`config.mk`:
```
export PLATFORM = sky130hd
export DESIGN_NAME = sds_seq
export DESIGN_NICKNAME = d
export VERILOG_FILES = /design/src/rtl/sds_pkg.sv /design/src/rtl/sds_ram.sv /design/src/rtl/sds_vector.sv /design/src/rtl/sds_seq.sv
export SDC_FILE = /design/constraint.sdc
export NUM_CORES = 2
export LEC_CHECK = 0
export BUFFER_PORTS_ARGS = -buffer_cell sky130_fd_sc_hd__buf_2
export CORE_MARGIN = 2
export CORE_UTILIZATION = 50
export DETAILED_ROUTE_END_ITERATION = 8
export PLACE_DENSITY = 0.62
export SKIP_CTS_REPAIR_TIMING = 1
export SYNTH_ARGS = -nofsm -noshare
export SYNTH_HDL_FRONTEND = slang
export SYNTH_HIERARCHICAL = 1
export SYNTH_SLANG_ARGS = --single-unit
```
`constraint.sdc`:
```
create_clock -name clk -period 5 [get_ports clk]
set_input_delay 0.75 -clock clk [delete_from_list [all_inputs] [get_ports clk]]
set_output_delay 0.75 -clock clk [all_outputs]
set_load 0.005 [all_outputs]
```
`src/rtl/sds_pkg.sv`:
```
package sds_pkg;
  typedef enum logic [3:0] {
    ST_IDLE, ST_P_SMP, ST_P_WB,
    ST_A_LO, ST_A_HI, ST_A_SMP, ST_A_LLO, ST_A_LHI,
    ST_A_REQ, ST_A_STAT, ST_A_DATA, ST_A_ALO, ST_A_AHI
  } sds_state_e;

  localparam int unsigned IDX_STAT = 0;
  localparam int unsigned IDX_DLO  = 1;
  localparam int unsigned IDX_DHI  = 2;
  localparam int unsigned IDX_LLO  = 3;  // +2 when toggle set, high word follows low
endpackage

```
`src/rtl/sds_ram.sv`:
```
module sds_ram #(
  parameter int AW = 8,
  parameter int DW = 16
) (
  input  logic          clk,
  input  logic          we,
  input  logic          re,
  input  logic [AW-1:0] addr,
  input  logic [DW-1:0] wdata,
  output logic [DW-1:0] rdata
);
  localparam int DEPTH = 1 << AW;
  logic [DW-1:0] mem [DEPTH];

  always_ff @(posedge clk) begin
    if (we) mem[addr] <= wdata;
  end

  always_ff @(posedge clk) begin
    if (re) rdata <= mem[addr];
  end

  always_comb begin
    assert (!(we && re)) else $error("assert_one_access_R2: read and write together");
  end
endmodule

```
`src/rtl/sds_vector.sv`:
```
module sds_vector #(
  parameter int CHW = 3,
  parameter int VW  = 8
) (
  input  logic           clk,
  input  logic           rst_i,
  input  logic           post,
  input  logic [CHW-1:0] ch,
  input  logic           upd,
  input  logic           clr,
  output logic [VW-1:0]  vec,
  output logic           irq
);
  logic [VW-1:0] vec_q, vec_d;
  logic          irq_q, irq_d;
  logic          take;

  assign take = post && !irq_q;

  always_comb begin
    vec_d = vec_q;
    irq_d = irq_q;
    if (clr) irq_d = 1'b0;
    if (take) begin
      vec_d          = '0;
      vec_d[1]       = upd;
      vec_d[2+:CHW]  = ch;
      irq_d          = 1'b1;
    end
  end

  always_ff @(posedge clk or negedge rst_i) begin
    if (!rst_i) begin
      vec_q <= '0;
      irq_q <= 1'b0;
    end else begin
      if (take) vec_q <= vec_d;
      irq_q <= irq_d;
    end
  end

  assign vec = vec_q;
  assign irq = irq_q;

  assert_vec_hold_R10: assert property (@(posedge clk) disable iff (!rst_i)
    (irq_q && !clr) |=> $stable(vec_q));
  assert_irq_rise_R10: assert property (@(posedge clk) disable iff (!rst_i)
    $rose(irq_q) |-> $past(post));
endmodule

```
`src/rtl/sds_seq.sv`:
```
module sds_seq
  import sds_pkg::*;
#(
  parameter int NCH = 8,
  parameter int PW  = 4,
  parameter int DW  = 16,
  parameter int DAW = 24
) (
  input  logic                   clk,
  input  logic                   rst_n,
  input  logic                   poll_req,
  input  logic [$clog2(NCH)-1:0] poll_ch,
  input  logic                   poll_dma,
  input  logic                   poll_need,
  output logic                   busy,
  output logic [DW-1:0]          smp_data,
  output logic                   smp_valid,
  output logic [2*PW+1:0]        stat_word,
  output logic                   mem_strobe,
  output logic                   src_req,
  output logic [DAW-1:0]         src_addr,
  input  logic                   src_ack,
  input  logic [DW-1:0]          src_data,
  input  logic                   cpu_we,
  input  logic [$clog2(NCH)+PW:0] cpu_addr,
  input  logic [DW-1:0]          cpu_wdata,
  output logic                   cpu_ack,
  input  logic                   vec_rd,
  output logic [7:0]             vec_data,
  output logic                   irq
);
  localparam int CHW = $clog2(NCH);
  localparam int RAW = CHW + 1 + PW;
  localparam int SW  = 2 * PW + 2;
  localparam int HW  = DAW - DW;
  localparam int TOG = SW - 1;
  localparam int FUL = SW - 2;

  logic rst_s1, rst_i;
  always_ff @(posedge clk or negedge rst_n) begin
    if (!rst_n) begin
      rst_s1 <= 1'b0;
      rst_i  <= 1'b0;
    end else begin
      rst_s1 <= 1'b1;
      rst_i  <= rst_s1;
    end
  end

  sds_state_e     state_q, state_d;
  logic [CHW-1:0] ch_q, ch_d;
  logic           dma_q, dma_d, need_q, need_d, last_hit_q, last_hit_d;
  logic [SW-1:0]  stat_q, stat_d, stat_n;
  logic [DAW-1:0] addr_q, addr_d, addr_inc;
  logic [DW-1:0]  llo_q, llo_d, sample_q, sample_d, smp_q, smp_d;
  logic           smp_v_q, smp_v_d;
  logic           ram_we, ram_re, post;
  logic [RAW-1:0] ram_addr;
  logic [DW-1:0]  ram_wdata, ram_rdata;
  logic [PW-1:0]  rd_n, wr_n, llo_idx;

  function automatic logic [RAW-1:0] fifo_a(input logic [CHW-1:0] c, input logic [PW-1:0] p);
    return {c, 1'b0, p};
  endfunction
  function automatic logic [RAW-1:0] par_a(input logic [CHW-1:0] c, input logic [PW-1:0] i);
    return {c, 1'b1, i};
  endfunction

  // status update shared by plain and refill polls
  always_comb begin
    rd_n   = stat_q[PW-1:0] + PW'((dma_q && !need_q) ? 0 : 1);
    wr_n   = stat_q[2*PW-1:PW] + PW'(dma_q ? 1 : 0);
    stat_n = {stat_q[TOG] ^ (dma_q && last_hit_q), rd_n == wr_n, wr_n, rd_n};
  end

  assign addr_inc = addr_q + DAW'(1);
  assign llo_idx  = PW'(IDX_LLO) + (stat_q[TOG] ? PW'(2) : PW'(0));

  always_comb begin
    state_d = state_q;  ch_d = ch_q;  dma_d = dma_q;  need_d = need_q;
    stat_d = stat_q;  addr_d = addr_q;  llo_d = llo_q;  last_hit_d = last_hit_q;
    sample_d = sample_q;  smp_d = smp_q;  smp_v_d = 1'b0;
    ram_we = 1'b0;  ram_re = 1'b0;  ram_addr = '0;  ram_wdata = '0;
    post = 1'b0;  mem_strobe = 1'b0;  src_req = 1'b0;  cpu_ack = 1'b0;
    unique case (state_q)
      ST_IDLE: begin
        if (cpu_we) begin
          cpu_ack = 1'b1;  ram_we = 1'b1;  ram_addr = cpu_addr;  ram_wdata = cpu_wdata;
        end else if (poll_req) begin
          ch_d = poll_ch;  dma_d = poll_dma;  need_d = poll_need;  last_hit_d = 1'b0;
          ram_re = 1'b1;  ram_addr = par_a(poll_ch, PW'(IDX_STAT));
          state_d = poll_dma ? ST_A_LO : ST_P_SMP;
        end
      end
      ST_P_SMP: begin
        stat_d = ram_rdata[SW-1:0];
        ram_re = 1'b1;  ram_addr = fifo_a(ch_q, ram_rdata[PW-1:0]);
        state_d = ST_P_WB;
      end
      ST_P_WB: begin
        smp_d = ram_rdata;  smp_v_d = 1'b1;  stat_d = stat_n;
        ram_we = 1'b1;  ram_addr = par_a(ch_q, PW'(IDX_STAT));  ram_wdata = DW'(stat_n);
        state_d = ST_IDLE;
      end
      ST_A_LO: begin
        stat_d = ram_rdata[SW-1:0];
        ram_re = 1'b1;  ram_addr = par_a(ch_q, PW'(IDX_DLO));
        state_d = ST_A_HI;
      end
      ST_A_HI: begin
        addr_d[DW-1:0] = ram_rdata;  mem_strobe = 1'b1;
        ram_re = 1'b1;  ram_addr = par_a(ch_q, PW'(IDX_DHI));
        state_d = ST_A_SMP;
      end
      ST_A_SMP: begin
        addr_d[DAW-1:DW] = ram_rdata[HW-1:0];
        ram_re = need_q;  ram_addr = fifo_a(ch_q, stat_q[PW-1:0]);
        state_d = ST_A_LLO;
      end
      ST_A_LLO: begin
        if (need_q) begin
          smp_d = ram_rdata;  smp_v_d = 1'b1;
        end
        ram_re = 1'b1;  ram_addr = par_a(ch_q, llo_idx);
        state_d = ST_A_LHI;
      end
      ST_A_LHI: begin
        llo_d = ram_rdata;
        ram_re = 1'b1;  ram_addr = par_a(ch_q, llo_idx + PW'(1));
        state_d = ST_A_REQ;
      end
      ST_A_REQ: begin
        src_req = 1'b1;
        if (src_ack) begin
          sample_d   = src_data;
          last_hit_d = (addr_q == {ram_rdata[HW-1:0], llo_q});
          state_d    = ST_A_STAT;
        end
      end
      ST_A_STAT: begin
        stat_d = stat_n;  post = last_hit_q;
        ram_we = 1'b1;  ram_addr = par_a(ch_q, PW'(IDX_STAT));  ram_wdata = DW'(stat_n);
        state_d = ST_A_DATA;
      end
      ST_A_DATA: begin
        ram_we = 1'b1;  ram_addr = fifo_a(ch_q, stat_q[2*PW-1:PW] - PW'(1));
        ram_wdata = sample_q;
        state_d = ST_A_ALO;
      end
      ST_A_ALO: begin
        ram_we = 1'b1;  ram_addr = par_a(ch_q, PW'(IDX_DLO));  ram_wdata = addr_inc[DW-1:0];
        state_d = ST_A_AHI;
      end
      ST_A_AHI: begin
        ram_we = 1'b1;  ram_addr = par_a(ch_q, PW'(IDX_DHI));
        ram_wdata = DW'(addr_inc[DAW-1:DW]);
        state_d = ST_IDLE;
      end
      default: state_d = ST_IDLE;
    endcase
  end

  always_ff @(posedge clk or negedge rst_i) begin
    if (!rst_i) begin
      state_q <= ST_IDLE;  ch_q <= '0;  dma_q <= 1'b0;  need_q <= 1'b0;
      stat_q <= '0;  addr_q <= '0;  llo_q <= '0;  last_hit_q <= 1'b0;
      sample_q <= '0;  smp_q <= '0;  smp_v_q <= 1'b0;
    end else begin
      state_q <= state_d;  ch_q <= ch_d;  dma_q <= dma_d;  need_q <= need_d;
      stat_q <= stat_d;  addr_q <= addr_d;  llo_q <= llo_d;  last_hit_q <= last_hit_d;
      sample_q <= sample_d;  smp_q <= smp_d;  smp_v_q <= smp_v_d;
    end
  end

  sds_ram #(.AW(RAW), .DW(DW)) i_ram (
    .clk(clk), .we(ram_we), .re(ram_re), .addr(ram_addr),
    .wdata(ram_wdata), .rdata(ram_rdata)
  );

  sds_vector #(.CHW(CHW), .VW(8)) i_vec (
    .clk(clk), .rst_i(rst_i), .post(post), .ch(ch_q), .upd(stat_n[TOG]),
    .clr(vec_rd), .vec(vec_data), .irq(irq)
  );

  assign busy      = (state_q != ST_IDLE);
  assign smp_data  = smp_q;
  assign smp_valid = smp_v_q;
  assign stat_word = stat_q;
  assign src_addr  = addr_q;

  assert_strobe_pulse_R4: assert property (@(posedge clk) disable iff (!rst_i)
    mem_strobe |=> !mem_strobe);
  assert_src_hold_R8: assert property (@(posedge clk) disable iff (!rst_i)
    (src_req && !src_ack) |=> src_req);
  assert_cpu_idle_R11: assert property (@(posedge clk) disable iff (!rst_i)
    cpu_ack |-> !busy);
  assert_stat_full_R3: assert property (@(posedge clk) disable iff (!rst_i)
    (state_q == ST_P_WB) |=> (stat_q[FUL] == (stat_q[PW-1:0] == stat_q[2*PW-1:PW])));
endmodule

```
==> results.ini <==
[run_status]
status = finished, violations left
violations = negative setup slack

[finish]
layout.nets = 8070
area_growth_pct = 15.4
drive_above_1_share_pct = 31.2
stdcell_count = 12671
final_area_um2 = 186000
utilization_pct = 58.0

[placed_design]
io_buffers = 110
routabilityCongestion = 0.861
post_dp_cell_area_um2 = 171000
dpl.hpwl_mm = 254
dp_cells = 11843
pre_cts_ws_ns = -0.727

[worst_setup_path]
critPathRequiredTime_ns = 5.66
r2r_cells = 15
path_delay_family = compound AO/OA/AOI/OAI gates
path_cells = buf_4, ha_1, buf_4, and2_0, buf_4, a222oi_1, o211ai_1, buf_4, and2_4, buf_12, a22oi_1, a21oi_1, o41ai_4, buf_4, nand4_1
cp-end-kind = flip-flop
slowest_delay_ns = 0.70
critPathMostFrequentCell = buf_4
crit_path_start_kind = flip-flop
critPathKind = reg -> reg
cp.arrival_ns = 5.77
critPathMaxFanout = 64
slowest_stage = o41ai_4
cp.depth = 15
crit_buf_inv = 6

[timing]
finalSetupViolCount = 4
min_period_over_period_pct = 102
fin_ws_ns = -0.108
hold_viol = 0
fin_crit_ns = 5.11
final-max-slew-violation-count = 0
worst_pin_slew_ns = 1.48
fin_skew_ns = 0.0648
slew_headroom_pct = 1.23
max_freq_mhz = 196

[power]
leakage_nw = 59.1
power_density_nw_per_um2 = 672
irDropWorstVdd_mv = 0.689

[worst_hold_path]
hold_path.class = in -> reg
hold_depth = 2

[die]
die-area_um2 = 327000
design.core.area_um2 = 321000
start_util_pct = 50.2
rows = 208
die_y_um = 572
die_x_um = 572
pin_count = 115

[global_route]
antenna_found_initial = 19
overflow = 0
grt_pass1_vias = 79229
grt_usage_pct = 26.0
grt_pass1_wl_mm = 602
grt_max_degree = 202

[clocking]
path_clk_slew_ns = 0.06
cts-buffers-inserted = 425
cts-root-buf = clkbuf_16
h-tree-depth = 5
cts.sinks = 4212
tritoncts = built
worstSkewPairLatency_ns = 0.97
cts.path.max_buffers = 4

[route]
drt-vias-per-instance = 6.35
drc_errors = 0
drt_iter0_drc = 10943
wire_per_inst_um = 33.9
dr.pass1.iters = 6
num_vias = 80443
wl_mm = 430
postRouteAntennaNets = 0

[logic_synthesis]
netlist_instances = 7262
synth_top_area_share_pct = 76.6
yosys_warnings = 6
synth_area_um2 = 161000
ys_ff_latch = 4212
synth_area_leaders = edfxtp_1, mux4_2, a22oi_1
ys_types = 57
synth_top_cell_by_area = edfxtp_1
synth_top_flop_cell = edfxtp_1
synth-seq-area-share_pct = 78.1
synthArstFlopShare_pct = 2.37
synth_edf_count = 4112
synth.avg_cell_area_um2 = 22.2

[flow_run]
cap_violations = 0

## metrics by stage
step | total power (W) | TNS [ns] | hold slack [ns]
final | 0.125 | -0.256 | 0.0341
after global routing | 0.129 | -0.0752 | -0.00346
after CTS | 0.124 | -5.19 | -0.505
after detailed placement | 0.0931 | -4.75 | 0.317
after global placement | 0.0924 | -8.30 | 0.311
after floorplan | 0.0741 | -8738.42 | 0.331
## cells by family after synthesis
logic type	Yosys count	synth area share (%)
buf+inv	467	1.33
fa+ha+maj	11	0.0854
other cells	2	0.00466
mux	1103	14.9
compound gates	922	3.91
flops	4212	78.1
simple gates	487	1.35
xor+xnor	58	0.315
## layout by cell type, fill, tap and decap left out, drive strengths merged, types with 45 or more instances in the layout
cell type	instances
a21oi	273
a22oi	522
buf	754
bufinv	45
clkbuf	519
clkinv	199
dfrtp	100
edfxtp	4112
mux2	75
mux4	1024
nand2	78
nor2	253
nor3	46
o41ai	65
## power by group
part           leakage (nW)  switching [W]  internal, W  total [W]
Clock                  6.73         0.0134       0.0182     0.0315
Sequential             39.0       0.000773       0.0437     0.0444
Combinational          13.3         0.0305       0.0186     0.0491
Total                  59.1         0.0447       0.0804      0.125
## synthesized netlist by cell type, drive strengths merged (21+ instances only)
library cell,instances
edfxtp,4112
mux4,1024
buf,194
nand3,29
clkbuf,257
nor3,46
xor2,37
dfrtp,100
xnor2,21
o41ai,65
a22oi,522
nand4,26
o21ai,26
nor2,253
a21oi,273
nand2,78
mux2,75
## sequential cells by signal (all words and copies together), names as in the netlist
register,cells
i_ram/rdata,16
llo_q,16
stat_word,10
sample_q,16
last_hit_q,1
rst_s1,1
need_q,1
smp_data,16
dma_q,1
src_addr,24
smp_valid,1
state_q,4
i_vec/vec,4
i_ram/mem,4096
rst_i,1
ch_q,3
i_vec/irq,1
## area by class of cell
type	instances	area, um^2
Tap cell	4305	5390
Clock inverter	268	2720
Fill cell	22971	135000
Clock buffer	513	11100
Antenna cell	4	10.0
Multi-Input combinational cell	2586	34100
Timing Repair Buffer	767	6710
Inverter	16	60.1
Sequential cell	4212	126000
## path summary, 6_finish.rpt
| kind | from | end | slack (ns) |
|---|---|---|---|
| setup / recovery | state_q[3]$_DFFE_PN0P_ | i_ram/rdata[15]$_DFFE_PP_ | -0.11 |
| hold / removal | src_data[6] | sample_q[6]$_DFFE_PN0P_ | 0.03 |
| setup reg to reg | state_q[3]$_DFFE_PN0P_ | i_ram/rdata[15]$_DFFE_PP_ | -0.11 |
| hold reg to reg | rst_i$_DFF_PN0_ | sample_q[12]$_DFFE_PN0P_ | 0.30 |
| max in group asynchronous | rst_i$_DFF_PN0_ | src_addr[1]$_DFFE_PN0P_ | 3.38 |
| min in group asynchronous | rst_n | rst_i$_DFF_PN0_ | 0.11 |
## per-layer routing
| layer | part of all wire (%) | global-route usage, % | vias to the layer above |
|---|---|---|---|
| met5 | 0.0058 | 0 | - |
| met4 | 3.5 | 8.36 | 4 |
| met3 | 9.5 | 4.94 | 626 |
| met2 | 48 | 40.8 | 3950 |
| met1 | 39 | 37.3 | 43373 |
| li1 | - | - | 32490 |
(Power assumes the default switching activity.)
